`src/rtl/ifb_pkg.sv`:
```
package ifb_pkg;
  localparam int NUM_LINES = 4;
  localparam int SEL_W     = 3;

  typedef enum logic [SEL_W-1:0] {
    GRP_PWR   = 3'b000,
    GRP_OPEN  = 3'b001,
    GRP_OVL   = 3'b010,
    GRP_ACT   = 3'b011,
    GRP_RSV4  = 3'b100,
    GRP_RSV5  = 3'b101,
    GRP_REQ   = 3'b110,
    GRP_THERM = 3'b111
  } grp_e;
endpackage

```
`src/rtl/ifb_sync.sv`:
```
module ifb_sync #(
  parameter int           W       = 1,
  parameter int           STAGES  = 2,
  parameter logic [W-1:0] RST_VAL = '0
) (
  input  logic         clk,
  input  logic         rst_n,
  input  logic [W-1:0] d,
  output logic [W-1:0] q
);
  logic [W-1:0] stg_q [STAGES];

  always_ff @(posedge clk or negedge rst_n) begin
    if (!rst_n) begin
      for (int i = 0; i < STAGES; i++) stg_q[i] <= RST_VAL;
    end else begin
      stg_q[0] <= d;
      for (int i = 1; i < STAGES; i++) stg_q[i] <= stg_q[i-1];
    end
  end

  assign q = stg_q[STAGES-1];
endmodule

```
`src/rtl/ifb_rst_sync.sv`:
```
module ifb_rst_sync (
  input  logic clk,
  input  logic rst_n_in,
  output logic rst_n_out
);
  logic [1:0] rs_q;

  always_ff @(posedge clk or negedge rst_n_in) begin
    if (!rst_n_in) rs_q <= 2'b00;
    else           rs_q <= {rs_q[0], 1'b1};
  end

  assign rst_n_out = rs_q[1];
endmodule

```
`src/rtl/ifb_decode.sv`:
```
module ifb_decode
  import ifb_pkg::*;
#(
  parameter int NL = NUM_LINES
) (
  input  logic             clk,
  input  logic             rst_n,
  input  logic             ale_s,
  input  logic             a0_s,
  input  logic             cs_n_s,
  input  logic             rd_n_s,
  input  logic             wr_n_s,
  input  logic [NL-1:0]    d_s,
  output logic             addr_eff,
  output logic             rd_act,
  output logic [SEL_W-1:0] sel_q,
  output logic             int_en_q,
  output logic [NL-1:0]    req_q
);
  logic             a0_lat_q, a0_lat_d;
  logic             wr_act, wr_act_q, commit;
  logic             hold_a_q, hold_a_d;
  logic [NL-1:0]    hold_d_q, hold_d_d;
  logic [SEL_W-1:0] sel_d;
  logic             int_en_d;
  logic [NL-1:0]    req_d;

  always_comb begin
    addr_eff = ale_s ? a0_s : a0_lat_q;
    a0_lat_d = addr_eff;
    wr_act   = !cs_n_s && !wr_n_s;
    rd_act   = !cs_n_s && !rd_n_s;
    commit   = wr_act_q && !wr_act;
    hold_a_d = wr_act ? addr_eff : hold_a_q;
    hold_d_d = wr_act ? d_s : hold_d_q;
    sel_d    = sel_q;
    int_en_d = int_en_q;
    req_d    = req_q;
    if (commit) begin
      if (hold_a_q) begin
        req_d = hold_d_q;
      end else begin
        sel_d    = hold_d_q[SEL_W-1:0];
        int_en_d = hold_d_q[NL-1];
      end
    end
  end

  always_ff @(posedge clk or negedge rst_n) begin
    if (!rst_n) begin
      a0_lat_q <= 1'b0;
      wr_act_q <= 1'b0;
      hold_a_q <= 1'b0;
      hold_d_q <= '0;
      sel_q    <= '0;
      int_en_q <= 1'b0;
      req_q    <= '0;
    end else begin
      a0_lat_q <= a0_lat_d;
      wr_act_q <= wr_act;
      hold_a_q <= hold_a_d;
      hold_d_q <= hold_d_d;
      sel_q    <= sel_d;
      int_en_q <= int_en_d;
      req_q    <= req_d;
    end
  end

  // with chip select high for two cycles, no register moves
  a_r10_idle_hold: assert property (@(posedge clk) disable iff (!rst_n)
    (cs_n_s && $past(cs_n_s)) |=> ($stable(req_q) && $stable(sel_q) && $stable(int_en_q)));

  // with ALE low, the effective address cannot change
  a_r8_latch_hold: assert property (@(posedge clk) disable iff (!rst_n)
    (!ale_s && $past(!ale_s)) |-> $stable(addr_eff));
endmodule

```
`src/rtl/ifb_rdmux.sv`:
```
module ifb_rdmux
  import ifb_pkg::*;
#(
  parameter int NL = NUM_LINES
) (
  input  logic             clk,
  input  logic             rst_n,
  input  logic             addr,
  input  logic [SEL_W-1:0] sel,
  input  logic             hot,
  input  logic [NL-1:0]    st_pwr,
  input  logic [NL-1:0]    st_open,
  input  logic [NL-1:0]    st_ovl,
  input  logic [NL-1:0]    st_act,
  input  logic [NL-1:0]    req,
  input  logic [NL-1:0]    st_therm,
  output logic [NL-1:0]    rd_data
);
  logic [NL-1:0] grp_data;

  always_comb begin
    unique case (grp_e'(sel))
      GRP_PWR:   grp_data = st_pwr;
      GRP_OPEN:  grp_data = st_open;
      GRP_OVL:   grp_data = st_ovl;
      GRP_ACT:   grp_data = st_act;
      GRP_REQ:   grp_data = req;
      GRP_THERM: grp_data = st_therm;
      default:   grp_data = '0;
    endcase
    rd_data = addr ? grp_data : {hot, sel};
  end

  // reserved codes give zero on a status read
  a_r6_reserved_zero: assert property (@(posedge clk) disable iff (!rst_n)
    (addr && sel[2] && !sel[1]) |-> (rd_data == '0));
endmodule

```
`src/rtl/ifb_regport.sv`:
```
module ifb_regport
  import ifb_pkg::*;
#(
  parameter int NL = NUM_LINES
) (
  input  logic          clk,
  input  logic          rst_n,
  input  logic          ale,
  input  logic          a0,
  input  logic          cs_n,
  input  logic          rd_n,
  input  logic          wr_n,
  input  logic [NL-1:0] dq_in,
  output logic [NL-1:0] dq_out,
  output logic          dq_oe,
  input  logic          hot,
  input  logic [NL-1:0] st_pwr,
  input  logic [NL-1:0] st_open,
  input  logic [NL-1:0] st_ovl,
  input  logic [NL-1:0] st_act,
  input  logic [NL-1:0] st_therm,
  output logic [NL-1:0] req_en,
  output logic          int_n
);
  localparam int SW = 5 + NL;
  localparam logic [SW-1:0] SYNC_RST = {1'b1, 1'b0, 1'b1, 1'b1, 1'b1, {NL{1'b0}}};

  logic             rst_s;
  logic [SW-1:0]    pin_s;
  logic             ale_s, a0_s, cs_n_s, rd_n_s, wr_n_s;
  logic [NL-1:0]    d_s;
  logic             addr_eff, rd_act, int_en;
  logic [SEL_W-1:0] sel;
  logic             int_n_q, int_n_d;

  ifb_rst_sync u_rst (
    .clk       (clk),
    .rst_n_in  (rst_n),
    .rst_n_out (rst_s)
  );

  ifb_sync #(.W(SW), .STAGES(2), .RST_VAL(SYNC_RST)) u_sync (
    .clk   (clk),
    .rst_n (rst_s),
    .d     ({ale, a0, cs_n, rd_n, wr_n, dq_in}),
    .q     (pin_s)
  );

  assign {ale_s, a0_s, cs_n_s, rd_n_s, wr_n_s, d_s} = pin_s;

  ifb_decode #(.NL(NL)) u_dec (
    .clk      (clk),
    .rst_n    (rst_s),
    .ale_s    (ale_s),
    .a0_s     (a0_s),
    .cs_n_s   (cs_n_s),
    .rd_n_s   (rd_n_s),
    .wr_n_s   (wr_n_s),
    .d_s      (d_s),
    .addr_eff (addr_eff),
    .rd_act   (rd_act),
    .sel_q    (sel),
    .int_en_q (int_en),
    .req_q    (req_en)
  );

  ifb_rdmux #(.NL(NL)) u_mux (
    .clk      (clk),
    .rst_n    (rst_s),
    .addr     (addr_eff),
    .sel      (sel),
    .hot      (hot),
    .st_pwr   (st_pwr),
    .st_open  (st_open),
    .st_ovl   (st_ovl),
    .st_act   (st_act),
    .req      (req_en),
    .st_therm (st_therm),
    .rd_data  (dq_out)
  );

  assign dq_oe   = rd_act;
  assign int_n_d = !(int_en && (|st_ovl));

  always_ff @(posedge clk or negedge rst_s) begin
    if (!rst_s) int_n_q <= 1'b1;
    else        int_n_q <= int_n_d;
  end

  assign int_n = int_n_q;

  // interrupt disabled means int_n high on the next cycle
  a_r9_disabled_high: assert property (@(posedge clk) disable iff (!rst_s)
    !int_en |=> int_n);

  // no overload bit means int_n high on the next cycle
  a_r9_clear_high: assert property (@(posedge clk) disable iff (!rst_s)
    (st_ovl == '0) |=> int_n);

  // released bus while chip select is high
  a_r7_released: assert property (@(posedge clk) disable iff (!rst_s)
    cs_n_s |-> !dq_oe);
endmodule

```
`config.mk`:
```
export PLATFORM = sky130hd
export DESIGN_NAME = ifb_regport
export DESIGN_NICKNAME = d
export VERILOG_FILES = /design/src/rtl/ifb_pkg.sv /design/src/rtl/ifb_sync.sv /design/src/rtl/ifb_rst_sync.sv /design/src/rtl/ifb_decode.sv /design/src/rtl/ifb_rdmux.sv /design/src/rtl/ifb_regport.sv
export SDC_FILE = /design/constraint.sdc
export NUM_CORES = 1
export LEC_CHECK = 0
export BUFFER_PORTS_ARGS = -buffer_cell sky130_fd_sc_hd__buf_2
export CAP_MARGIN = 20
export CORE_MARGIN = 8
export CORE_UTILIZATION = 35
export CTS_CLUSTER_SIZE = 16
export DETAILED_ROUTE_END_ITERATION = 10
export PLACE_DENSITY = 0.69
export SYNTH_ARGS = -nofsm -noshare
export SYNTH_HDL_FRONTEND = slang
export SYNTH_SLANG_ARGS = --single-unit
```
`constraint.sdc`:
```
create_clock -name clk -period 2.4 [get_ports clk]
set_input_delay 0.48 -clock clk [delete_from_list [all_inputs] [get_ports clk]]
set_output_delay 0.48 -clock clk [all_outputs]
set_load 0.02 [all_outputs]
```
==> flow_summary.ini <==
[global_routing]
grt_first_pass_wirelength_um = 4730
grt.total_usage_pct = 9.60
grt-ovfl-total = 0
antenna_found_initial = 0
grt_pass1_vias = 1031
grt_max_degree = 35

[timing]
drv_slew = 0
rsz0062_at_grt = false
setup_viol = 0
hold_ws_ns = 0.264
max_freq_mhz = 434
skew_ns = 0.00420
period_share_pct = 96.0
finalHoldViolCount = 0
layout_setup_ws_ns = 0.0965
min_period_ns = 2.30
fin_tns_setup_ns = 0

[cts]
cts.sinks = 36
cts-root-buf = clkbuf_8
htreeDepth = 2
clock_path_buffers = 2
clkTransAtPathRegs_ns = 0.06
numCtsBuffers = 5
clk_latency_ns = 0.28
cts_tree = built

[pwr]
cellPowerDensity_nw_per_um2 = 992
leakage_nw = 0.807
vdd_drop_max_mv = 0.456
p_total_mw = 1.76

[final_layout]
fillers = 382
ff_latch_area_um2 = 915
multi_input_area_um2 = 442
mostFrequentLayoutCell = buf_2
antenna-diode-count = 0
final_cell_mix = buf_2 (41), dfrtp_1 (25), mux2_2 (15)
area_growth_pct = 28.2
nets = 178
drive_above_1_share_pct = 57.1

[drt]
drc = 0
ant_nets = 0
post_drt_wl_per_cell_um = 14.9
routed_wl_um = 2930
viasPerCell = 4.84
drt-initial-drc-count = 37
drt-pass1-iter-count = 4
vias = 954

[die]
die_area_um2 = 6230
core_area_um2 = 3910
start_util_pct = 35.4
fp.dieH_um = 78.9
io_pins = 42
die_w_um = 78.9
num_rows = 23

[setup_path]
critPathLaunchType = register
crit_end = dq_out[2]
r2r_slack_ns = 0.92
startpoint = u_dec.sel_q[2]$_DFFE_PN0P_
r2r_end = u_dec.int_en_q$_DFFE_PN0P_
reg2reg_depth = 3
cp.required_ns = 1.92
path_max_fanout = 11
crit_arrival_ns = 1.82
r2r_start = u_sync.q[6]$_DFF_PN1_
crit_path_end_kind = output port
path_class = register to output port

[place]
dp_hpwl_um = 2230
gp_congestion = 0.817
place_ws_ns = 0.202
io_buffers = 41

[synthesis]
ys_seq_elements = 36
synth_area_leaders = dfrtp_1 (49%), dfstp_2 (17%), mux2_2 (12%)
ys_seq_area_share_pct = 65.8
netlist_area_um2 = 1390
yosys_warnings = 0
yosysUniqueCellTypes = 30
synth_top_cell_by_area = dfrtp_1
synth_top_area_share_pct = 48.7
syn_area_per_cell_um2 = 14.7
syn_nets = 126
syn_inst = 94

[job]
drv_cap = 0

[worst_hold_path]
hold_class = register to asynchronous set/reset pin

[status]
outcome = finished clean
-- per-layer routing --
layer / track usage, % / wire (um)
met2: 15.1 / 1280
met4: 3.89 / 50
met1: 10.6 / 1300
met5: 0 / 0
met3: 5.30 / 302
-- power by group --
group          internal, mW  switching (mW)
registers             0.712           0.110
logic                 0.264           0.259
clock network         0.234           0.185
-- synth_stat cells, drive strengths merged --
cell type and instances:
nand2 3, nor2 6, and3 1, mux2i 2
o31ai 2, mux2 17, o21ai 3, buf 3
a22oi 1, dfstp 9, nor4 1, inv 2
o32a 1, nand3 1, and2 1, a31oi 1
a221oi 5, conb 1, dfrtp 27, nor3b 2
o41ai 1, a21oi 1, a221o 1, o211ai 1
a22o 1
-- state kept, by name (all words and copies together), names as in the netlist, 2 cells and up --
name,flops
u_dec.req_q,4
u_dec.hold_d_q,4
u_sync.stg_q,9
u_sync.q,9
u_dec.sel_q,3
u_rst.rs_q,2
-- cells by family (layout without fill, tap and decap cells) --
group,count (synthesis),count (layout),synth area share [%]
mux,19,19,15.5
buf+inv,5,58,2.53
flops,36,36,65.8
simple gates,15,15,5.96
compound gates,18,18,9.93
other cells,1,1,0.270
-- timing repair --
| item | in CTS | in global routing |
|---|---|---|
| resized for setup | 2 | 1 |
| setup endpoints to repair | 2 | 1 |
| hold buffers | 1 | 0 |
| buffers inserted | 0 | 4 |
| endpoints found under the hold margin | 2 | 0 |
-- cell type report --
class | instances | area share, %
sequential | 36 | 51.5
multi-input combinational | 53 | 24.9
timing repair buffer | 48 | 14.6
clock buffer | 8 | 5.07
tap | 50 | 3.52
inverter | 2 | 0.423
-- per-stage QoR --
step	area, um^2	utilization, %	instances
after global placement	1640	41.9	184
after CTS	1750	44.6	193
after floorplan	1390	-	94
after global routing	1780	45.4	197
after detailed placement	1640	41.9	184
final	1780	45.4	197
-- critical path, stage by stage (launching register included) --
cell	delay, ns
dfrtp_2	0.50
and2_4	0.20
a221oi_1	0.33
nor4_1	0.10
a221o_1	0.27
buf_2	0.16
-- worst min-delay path by stage --
stage | endpoint | slack [ns] | cells after the start
after CTS | u_dec.hold_d_q[1]$_DFFE_PN0P_ | 0.29 | 1
after detailed placement | u_rst.rs_q[1]$_DFF_PN0_ | 0.27 | 1
after floorplan | u_rst.rs_q[0]$_DFF_PN0_ | 0.18 | 0
after global routing | u_sync.stg_q[14]$_DFF_PN1_ | 0.27 | 1
final | u_sync.stg_q[11]$_DFF_PN0_ | 0.26 | 1
after global placement | u_sync.stg_q[11]$_DFF_PN0_ | 0.26 | 1
(Power assumes the default switching activity.)
